===== src/rtl/mpu_match_pkg.sv =====
package mpu_match_pkg;

    localparam int ADDR_W        = 32;
    localparam int DATA_W        = 32;
    localparam int MASK_W        = 8;
    localparam int SIZE_W        = 5;
    localparam logic [SIZE_W-1:0] MIN_SIZE_CODE = 5'd4;
    localparam logic [SIZE_W-1:0] SUB_MIN_CODE  = 5'd7;
    localparam logic [DATA_W-1:0] ATTR_WMASK    = 32'h073F_FF3F;

    typedef struct packed {
        logic [2:0] ap;
        logic [2:0] tex;
        logic       c;
        logic       b;
        logic       s;
    } attr_t;

    typedef struct packed {
        logic              en;
        logic [SIZE_W-1:0] size;
        logic [MASK_W-1:0] srd;
        attr_t             attr;
        logic [ADDR_W-1:0] base;
    } region_cfg_t;

    typedef enum logic [1:0] {
        SZ_BYTE = 2'd0,
        SZ_HALF = 2'd1,
        SZ_WORD = 2'd2,
        SZ_BAD  = 2'd3
    } acc_size_e;

    typedef enum logic [1:0] {
        SLOT_CTRL = 2'd0,
        SLOT_SEL  = 2'd1,
        SLOT_BASE = 2'd2,
        SLOT_ATTR = 2'd3
    } reg_slot_e;

    function automatic logic [DATA_W-1:0] attr_word(input region_cfg_t r);
        logic [DATA_W-1:0] w;
        w        = '0;
        w[0]     = r.en;
        w[5:1]   = r.size;
        w[15:8]  = r.srd;
        w[18:16] = r.attr.tex;
        w[19]    = r.attr.c;
        w[20]    = r.attr.b;
        w[21]    = r.attr.s;
        w[26:24] = r.attr.ap;
        return w;
    endfunction

    function automatic region_cfg_t attr_unpack(input region_cfg_t r, input logic [DATA_W-1:0] w);
        region_cfg_t o;
        o          = r;
        o.en       = w[0];
        o.size     = w[5:1];
        o.srd      = w[15:8];
        o.attr.tex = w[18:16];
        o.attr.c   = w[19];
        o.attr.b   = w[20];
        o.attr.s   = w[21];
        o.attr.ap  = w[26:24];
        return o;
    endfunction

    function automatic logic [3:0] lane_enable(input acc_size_e sz, input logic [1:0] off);
        case (sz)
            SZ_BYTE: return 4'b0001 << off;
            SZ_HALF: return 4'b0011 << off;
            SZ_WORD: return 4'b1111;
            default: return 4'b0000;
        endcase
    endfunction

endpackage


===== src/rtl/mpu_reg_port.sv =====
module mpu_reg_port
    import mpu_match_pkg::*;
#(
    parameter int NUM_REGIONS = 8,
    parameter int REG_AW      = 8,
    localparam int SEL_W      = (NUM_REGIONS > 1) ? $clog2(NUM_REGIONS) : 1
) (
    input  logic              clk,
    input  logic              rst,
    input  logic              wr_en,
    input  logic [REG_AW-1:0] wr_addr,
    input  logic [1:0]        wr_size,
    input  logic [DATA_W-1:0] wr_data,
    output logic              wr_err,
    output logic              glob_en,
    output region_cfg_t       cfg_q [NUM_REGIONS]
);

    logic [SEL_W-1:0]  sel_q;
    reg_slot_e         slot;
    acc_size_e         asz;
    logic [1:0]        off;
    logic              mapped;
    logic              acc_ok;
    logic [3:0]        be;
    logic [DATA_W-1:0] cur_word;
    logic [DATA_W-1:0] new_word;

    always_comb begin
        slot   = reg_slot_e'(wr_addr[3:2]);
        off    = wr_addr[1:0];
        asz    = acc_size_e'(wr_size);
        mapped = (wr_addr >> 4) == '0;
        case (asz)
            SZ_WORD: acc_ok = mapped && (off == 2'd0);
            SZ_HALF: acc_ok = mapped && (slot == SLOT_ATTR) && !off[0];
            SZ_BYTE: acc_ok = mapped && (slot == SLOT_ATTR);
            default: acc_ok = 1'b0;
        endcase
        be       = lane_enable(asz, off);
        cur_word = attr_word(cfg_q[sel_q]);
        for (int k = 0; k < 4; k++) begin
            new_word[k*8 +: 8] = be[k] ? wr_data[k*8 +: 8] : cur_word[k*8 +: 8];
        end
        new_word = new_word & ATTR_WMASK;
    end

    always_ff @(posedge clk) begin
        if (rst) begin
            wr_err  <= 1'b0;
            glob_en <= 1'b0;
            sel_q   <= '0;
            for (int r = 0; r < NUM_REGIONS; r++) begin
                cfg_q[r] <= '0;
            end
        end else begin
            wr_err <= wr_en && !acc_ok;
            if (wr_en && acc_ok) begin
                case (slot)
                    SLOT_CTRL: glob_en <= wr_data[0];
                    SLOT_SEL:  sel_q   <= wr_data[SEL_W-1:0];
                    SLOT_BASE: cfg_q[sel_q].base <= {wr_data[DATA_W-1:5], 5'b0};
                    default:   cfg_q[sel_q] <= attr_unpack(cfg_q[sel_q], new_word);
                endcase
            end
        end
    end


    refused_write_chk: assert property (@(posedge clk) disable iff (rst)
        (wr_en && !acc_ok) |=> (wr_err && $stable(glob_en) && $stable(sel_q) && $stable(cfg_q[sel_q])));


    legal_write_quiet_chk: assert property (@(posedge clk) disable iff (rst)
        (wr_en && acc_ok) |=> !wr_err);

endmodule


===== src/rtl/mpu_region_cmp.sv =====
module mpu_region_cmp
    import mpu_match_pkg::*;
(
    input  logic              clk,
    input  logic              rst,
    input  region_cfg_t       cfg,
    input  logic [ADDR_W-1:0] addr,
    output logic              match
);

    logic [SIZE_W-1:0] eff;
    logic [5:0]        nb;
    logic [ADDR_W-1:0] diff;
    logic              in_range;
    logic [2:0]        sub;
    logic              sub_on;

    always_comb begin
        eff      = (cfg.size < MIN_SIZE_CODE) ? MIN_SIZE_CODE : cfg.size;
        nb       = {1'b0, eff} + 6'd1;
        diff     = addr ^ cfg.base;
        in_range = (diff >> nb) == '0;
        sub      = 3'(addr >> (nb - 6'd3));
        sub_on   = eff >= SUB_MIN_CODE;
        match    = cfg.en && in_range && !(sub_on && cfg.srd[sub]);
    end


    small_region_mask_ignored_chk: assert property (@(posedge clk) disable iff (rst)
        (cfg.en && in_range && (cfg.size < SUB_MIN_CODE)) |-> match);


    disabled_region_silent_chk: assert property (@(posedge clk) disable iff (rst)
        !cfg.en |-> !match);

endmodule


===== src/rtl/mpu_prio_sel.sv =====
module mpu_prio_sel
    import mpu_match_pkg::*;
#(
    parameter int NUM_REGIONS = 8,
    localparam int IDX_W      = (NUM_REGIONS > 1) ? $clog2(NUM_REGIONS) : 1
) (
    input  logic                   clk,
    input  logic                   rst,
    input  logic [NUM_REGIONS-1:0] match,
    input  attr_t                  attrs [NUM_REGIONS],
    output logic                   any,
    output logic [IDX_W-1:0]       idx,
    output attr_t                  attr
);

    always_comb begin
        any  = 1'b0;
        idx  = '0;
        attr = '0;
        for (int r = 0; r < NUM_REGIONS; r++) begin
            if (match[r]) begin
                any  = 1'b1;
                idx  = IDX_W'(r);
                attr = attrs[r];
            end
        end
    end


    highest_wins_chk: assert property (@(posedge clk) disable iff (rst)
        any |-> ((match >> idx) == NUM_REGIONS'(1)));

endmodule


===== src/rtl/mpu_region_matcher.sv =====
module mpu_region_matcher
    import mpu_match_pkg::*;
#(
    parameter int NUM_REGIONS = 8,
    parameter int REG_AW      = 8
) (
    input  logic                            clk,
    input  logic                            rst,
    input  logic                            wr_en,
    input  logic [REG_AW-1:0]               wr_addr,
    input  logic [1:0]                      wr_size,
    input  logic [31:0]                     wr_data,
    output logic                            wr_err,
    input  logic                            lk_valid,
    input  logic [31:0]                     lk_addr,
    output logic                            rsp_valid,
    output logic                            rsp_hit,
    output logic                            rsp_fault,
    output logic [$clog2(NUM_REGIONS)-1:0]  rsp_region,
    output logic [2:0]                      rsp_tex,
    output logic                            rsp_c,
    output logic                            rsp_b,
    output logic                            rsp_s,
    output logic [2:0]                      rsp_ap
);

    localparam int IDX_W = $clog2(NUM_REGIONS);

    logic                   glob_en;
    region_cfg_t            cfg_q [NUM_REGIONS];
    attr_t                  attrs [NUM_REGIONS];
    logic [NUM_REGIONS-1:0] match_vec;
    logic                   any;
    logic [IDX_W-1:0]       win_idx;
    attr_t                  win_attr;
    attr_t                  out_attr;

    mpu_reg_port #(.NUM_REGIONS(NUM_REGIONS), .REG_AW(REG_AW)) u_regs (
        .clk     (clk),
        .rst     (rst),
        .wr_en   (wr_en),
        .wr_addr (wr_addr),
        .wr_size (wr_size),
        .wr_data (wr_data),
        .wr_err  (wr_err),
        .glob_en (glob_en),
        .cfg_q   (cfg_q)
    );

    for (genvar g = 0; g < NUM_REGIONS; g++) begin : g_region
        assign attrs[g] = cfg_q[g].attr;
        mpu_region_cmp u_cmp (
            .clk   (clk),
            .rst   (rst),
            .cfg   (cfg_q[g]),
            .addr  (lk_addr),
            .match (match_vec[g])
        );
    end

    mpu_prio_sel #(.NUM_REGIONS(NUM_REGIONS)) u_sel (
        .clk   (clk),
        .rst   (rst),
        .match (match_vec),
        .attrs (attrs),
        .any   (any),
        .idx   (win_idx),
        .attr  (win_attr)
    );

    always_ff @(posedge clk) begin
        if (rst) begin
            rsp_valid  <= 1'b0;
            rsp_hit    <= 1'b0;
            rsp_fault  <= 1'b0;
            rsp_region <= '0;
            out_attr   <= '0;
        end else begin
            rsp_valid <= lk_valid;
            if (!lk_valid) begin
                rsp_hit    <= 1'b0;
                rsp_fault  <= 1'b0;
                rsp_region <= '0;
                out_attr   <= '0;
            end else if (!glob_en) begin
                rsp_hit    <= 1'b1;
                rsp_fault  <= 1'b0;
                rsp_region <= '0;
                out_attr   <= '0;
            end else begin
                rsp_hit    <= any;
                rsp_fault  <= !any;
                rsp_region <= any ? win_idx : '0;
                out_attr   <= any ? win_attr : '0;
            end
        end
    end

    assign rsp_tex = out_attr.tex;
    assign rsp_c   = out_attr.c;
    assign rsp_b   = out_attr.b;
    assign rsp_s   = out_attr.s;
    assign rsp_ap  = out_attr.ap;


    one_cycle_latency_chk: assert property (@(posedge clk) disable iff (rst)
        lk_valid |=> rsp_valid);


    idle_response_chk: assert property (@(posedge clk) disable iff (rst)
        !lk_valid |=> (!rsp_valid && !rsp_hit && !rsp_fault));


    bypass_hit_chk: assert property (@(posedge clk) disable iff (rst)
        (lk_valid && !glob_en) |=> (rsp_hit && !rsp_fault));


    fault_clean_chk: assert property (@(posedge clk) disable iff (rst)
        rsp_fault |-> (!rsp_hit && rsp_region == '0 && out_attr == '0));


    no_match_faults_chk: assert property (@(posedge clk) disable iff (rst)
        (lk_valid && glob_en && match_vec == '0) |=> rsp_fault);

endmodule


===== config.mk =====
export PLATFORM = sky130hd
export DESIGN_NAME = mpu_region_matcher
export DESIGN_NICKNAME = d
export VERILOG_FILES = /design/src/rtl/mpu_match_pkg.sv /design/src/rtl/mpu_reg_port.sv /design/src/rtl/mpu_region_cmp.sv /design/src/rtl/mpu_prio_sel.sv /design/src/rtl/mpu_region_matcher.sv
export SDC_FILE = /design/constraint.sdc
export NUM_CORES = 2
export LEC_CHECK = 0
export BUFFER_PORTS_ARGS = -buffer_cell sky130_fd_sc_hd__buf_2
export CAP_MARGIN = 20
export CORE_MARGIN = 5
export CORE_UTILIZATION = 30
export DETAILED_ROUTE_END_ITERATION = 12
export PLACE_DENSITY = 0.41
export SYNTH_ARGS = -nofsm -noshare
export SYNTH_HDL_FRONTEND = slang
export SYNTH_SLANG_ARGS = --single-unit
export TNS_END_PERCENT = 100

===== constraint.sdc =====
create_clock -name clk -period 13.1 [get_ports clk]
set_input_delay 3.275 -clock clk [delete_from_list [all_inputs] [get_ports clk]]
set_output_delay 3.275 -clock clk [all_outputs]
set_load 0.01 [all_outputs]

==> results.env <==
BIGGEST_AREA_CONSUMER_AMONG_SYNTHESIZED_CELLS='sky130_fd_sc_hd__dfxtp_1'
DRIVE_GT1_SHARE_PCT=10.9
DP.FINAL_HPWL_MM=141
ROUTEDWLPERCELL_UM=32.5
REG2REGPATHDEPTH=16
FIN_CRIT_NS=7.66
DIE_W_UM=355
SLOWEST_STAGE='sky130_fd_sc_hd__nand4b_1'
CLOCK_SKEW_AFTER_LAYOUT_NS=0.0159
POSTSYNTH.TOPFLOPCELL='sky130_fd_sc_hd__dfxtp_1'
POST_LAYOUT_NONFILLER_INSTANCES=6332
REG2REG_FROM='u_regs.cfg_q[380]'
SETUP-TNS-FINAL_NS=0
TIMING_WORST_SETUP_PATH_TYPE='input port to flop'
HTREE_LEVELS=2
FLOORPLAN.DIE.HEIGHT_UM=355
PLACEABLECOREAREA_UM2=118000
SYNTH_EDF_COUNT=0
CTS_HOLD_BUFFERS=0
WORST_EP_ARRIVAL_TIME_NS=8.25
HOLD_DEPTH=2
VIAS=39500
YS_TOP_CELLS_BY_COUNT='sky130_fd_sc_hd__nand2_1, sky130_fd_sc_hd__a21oi_1, sky130_fd_sc_hd__dfxtp_1'
POWERDENSITY_nW_PER_UM2=84.9
STARTPOINT_TYPE='input port'
INITIALDRTVIOLATIONCOUNT=4906
GRT_SETUP_UNREPAIRED='no'
GRTUSAGEMET2_PCT=46.0
SYNTH-SEQ-CELLS=452
GRT_MAX_DEGREE=182
GLOBAL_PLACEMENT_ROUTABILITY_CONGESTION=0.992
SETUP-VIOLATIONS-FINAL=0
TIMING.FINAL.WS_SETUP_NS=5.44
GR-USAGE-ALL-LAYERS_PCT=31.1
POST_SYNTH_MUX_AREA_SHARE_PCT=11.2
GRT_FIRST_PASS_WIRELENGTH_MM=288
POSTSYNTHNETCOUNT=5021
NUM_IO_PINS=94
SYNTH_SEQ_AREA_SHARE_PCT=25.3
TRITONCTS_CLOCK_TREE='yes'
CRITICAL_PATH.CELL_CHAIN='buf_2 > buf_4 > a21oi_1 > o2bb2ai_1 > nand2_1 > a22o_1 > a211oi_1 > mux4_2 > nand3_1 > nand4b_1 > o211ai_1 > and2b_1 > a31oi_2 > o211a_1'
TOP_USAGE_LAYER='met2'
CLK_TRANSITION_REPORTED_PATHS_NS=0.06
PLACED_CELLS=6226
LEAKAGE_nW=13.1
GRT-OVFL-TOTAL=0
PLACEMENT_ROWS=126
FINALCRITPERIODSHARE_PCT=58.5
SYNTHESIZED_INSTANCE_COUNT=4928
ANTENNA_FOUND_INITIAL=2
WORSTPATHMAXFANOUT=19
FIRST_GLOBAL_VIAS=36400
SYNTH-COMPOUND-AREA-SHARE_PCT=29.3
CLOCK_INSERTION_DELAY_AT_THE_LATER_PIN_OF_THE_SKEW_REPORT_NS=0.66
HOLD_PATH_STARTPOINT='u_regs.cfg_q[221]'
AREA.GROWTH.SYNTH_TO_FINAL_PCT=10.0
R2R-END='rsp_ap[1]'
COUNT_OF_YOSYS_WARNINGS_DURING_SYNTHESIS=0
DOMINANT_COMBINATIONAL_CELL_FAMILY_BY_AREA_AFTER_SYNTHESIS='compound AO/OA/AOI/OAI gates'
CRIT_PATH_END_KIND='flop'
TIMING_WORST_SLEW_PIN_VALUE_NS=1.38
MIN_DELAY_WORST_ENDPOINT='u_regs.cfg_q[221]'
NUM-NETS-FINAL=4842
CTS_ROOT_BUF='sky130_fd_sc_hd__clkbuf_16'
DETAIL-ROUTE-ANTENNA-NETS=0
CTS_SETUP_BUFFERS=0
CTS_BUFFERS=56
MAX_CAP_VIOL=0
TIMING.FINAL.HOLD_VIOLATIONS=0
PORTBUFFERS=93
FMAX_MHz=131
POST_SYNTHESIS_XOR_XNOR_AREA_FRACTION_PCT=5.97
CRITPATHBUFINV=2
TIMING.FINAL.MAX_SLEW_VIOLATIONS=0
POST_SYNTH_INSTANCE_AREA_UM2=35800
SYNTH_ADDER_AREA_SHARE_PCT=0.524
REQUIRED_TIME_AT_THE_WORST_SLACK_ENDPOINT_NS=13.69
SYNTHTOPCELLSBYAREA='sky130_fd_sc_hd__dfxtp_1, sky130_fd_sc_hd__nand2_1, sky130_fd_sc_hd__mux2i_1, sky130_fd_sc_hd__a21oi_1, sky130_fd_sc_hd__nor2_1'
ROUTED_WIRELENGTH_MM=206
DRT_DRC_VIOLATIONS_LEFT=0
POSTCTSRESIZEDCELLS=0
STATUS='finished, final reports clean'
DETAIL_ROUTE.FIRST_PASS.ITERATIONS=6
CTS.SINKS=452
ASYNCSETRESETFLOPFRACSYNTH_PCT=0
CLOCK_TREE.BUFFER_DEPTH=3
SYNTHDOMINANTCELLAREASHARE_PCT=25.3
REG2REG_SLACK_NS=5.97
INITIAL_UTILIZATION_PCT=30.3
WORST_PATH_LARGEST_CELL_DELAY_NS=0.72
POST_SYNTH_AND_OR_NAND_NOR_AREA_FRACTION_PCT=20.8
MIN_PATH_TYPE='flop to flop'
MET1_USAGE_PCT=42.7
TIMING.MAX_SLEW.REL_SLACK_PCT=8.22
AVERAGE_CELL_AREA_AFTER_SYNTHESIS_UM2=7.27
MOST_NUMEROUS_CELL_IN_THE_YOSYS_NETLIST='sky130_fd_sc_hd__nand2_1'
DETAILEDPLACE.WORSTSLACK_NS=4.90
VIA_PER_INST=6.23
MET3_USAGE_PCT=6.48
SYNTH.LIB_CELLS_USED.DISTINCT=106
IRDROPWORSTVDD_uV=90.9
DESIGN.DIE.AREA_UM2=126000
CRIT_FAMILY='compound AO/OA/AOI/OAI gates'
-- cells by family (layout without fill, tap and decap cells) --
kind of cell,count (synthesis),count (layout)
AO/OA/AOI/OAI,1556,1556
XOR/XNOR,243,243
adder cells (fa/ha/maj),15,15
buffers and inverters,582,444
flip-flops,452,452
multiplexers,351,351
other,0,6
AND/OR/NAND/NOR,1729,1729
-- worst max path at each step --
| stage | start | endpoint | slack (ns) | depth (start not counted) |
|---|---|---|---|---|
| floorplan | lk_addr[18] | rsp_b | 6.67 | 14 |
| global placement | lk_addr[8] | rsp_ap[0] | 4.91 | 14 |
| detailed placement | lk_addr[8] | rsp_ap[0] | 4.90 | 14 |
| CTS | lk_addr[8] | rsp_ap[0] | 5.55 | 14 |
| global route | lk_addr[8] | rsp_ap[0] | 5.15 | 14 |
| finish | lk_addr[11] | rsp_tex[0] | 5.44 | 14 |
-- per-stage QoR --
stage / hold WS [ns] / instance area, µm² / util [%] / power, mW
floorplan: 0.436 / 35800 / - / 1.63
global placement: 0.443 / 37500 / 31.7 / 1.78
detailed placement: 0.447 / 37500 / 31.7 / 1.78
CTS: 0.455 / 39400 / 33.3 / 3.36
global route: 0.476 / 39400 / 33.3 / 3.44
finish: 0.457 / 39400 / 33.3 / 3.34
-- worst min-delay path: stages, from the launching register on --
cell                      delay [ns]
sky130_fd_sc_hd__dfxtp_1        0.30
sky130_fd_sc_hd__nand2_1        0.05
sky130_fd_sc_hd__a21oi_1        0.05
-- power breakdown --
part	leakage, nW	switching (mW)	internal [mW]
Clock	0.909	0.667	0.916
Sequential	3.64	0.000420	1.37
Combinational	8.58	0.282	0.104
-- registers in the layout, indices dropped and copies added (netlist names), 3 cells and up --
| name | cells |
|---|---|
| u_regs.cfg_q | 432 |
| rsp_tex | 3 |
| rsp_ap | 3 |
| rsp_region | 3 |
| u_regs.sel_q | 3 |
-- placed cells by master, fill, tap and decap left out, types with 20 or more instances in the layout --
cell,netlist,routed
sky130_fd_sc_hd__a211oi_1,164,163
sky130_fd_sc_hd__a21oi_1,517,517
sky130_fd_sc_hd__a221oi_1,35,35
sky130_fd_sc_hd__a22oi_1,89,89
sky130_fd_sc_hd__a311oi_1,20,20
sky130_fd_sc_hd__a31oi_1,59,59
sky130_fd_sc_hd__and2_1,20,20
sky130_fd_sc_hd__buf_2,132,93
sky130_fd_sc_hd__buf_4,16,159
sky130_fd_sc_hd__clkbuf_16,0,57
sky130_fd_sc_hd__dfxtp_1,452,445
sky130_fd_sc_hd__inv_1,82,82
sky130_fd_sc_hd__mux2_2,48,48
sky130_fd_sc_hd__mux2i_1,269,269
sky130_fd_sc_hd__mux4_2,32,32
sky130_fd_sc_hd__nand2_1,880,879
sky130_fd_sc_hd__nand2b_1,37,37
sky130_fd_sc_hd__nand3_1,87,87
sky130_fd_sc_hd__nand4_1,22,22
sky130_fd_sc_hd__nor2_1,430,414
sky130_fd_sc_hd__nor2b_1,30,27
sky130_fd_sc_hd__nor3_1,75,74
sky130_fd_sc_hd__nor3b_1,21,21
sky130_fd_sc_hd__nor4_1,29,28
sky130_fd_sc_hd__o211a_1,20,20
sky130_fd_sc_hd__o211ai_1,54,54
sky130_fd_sc_hd__o21ai_0,142,140
sky130_fd_sc_hd__o221ai_1,35,35
sky130_fd_sc_hd__o22ai_1,106,106
sky130_fd_sc_hd__o31a_1,23,21
sky130_fd_sc_hd__o31ai_1,24,20
sky130_fd_sc_hd__or3_1,22,22
sky130_fd_sc_hd__xnor2_1,125,125
sky130_fd_sc_hd__xor2_1,117,117
-- routing by layer --
metal / up-vias / wire length (µm) / share of wire [%]
li1: 17500 / - / -
met1: 19400 / 89000 / 43
met2: 2147 / 86000 / 42
met3: 403 / 18700 / 9.1
met4: 0 / 11900 / 5.8
met5: - / 0 / 0
-- cell type report --
cell class	count	area, µm²
Clock buffer	83	1660
Antenna cell	6	15.0
Clock inverter	16	179
Sequential cell	452	9060
Multi-Input combinational cell	3894	24500
Timing Repair Buffer	255	1710
Inverter	90	338
Tap cell	1536	1920
Fill cell	12800	78800
Note: power is estimated with default switching activity, not from simulation.
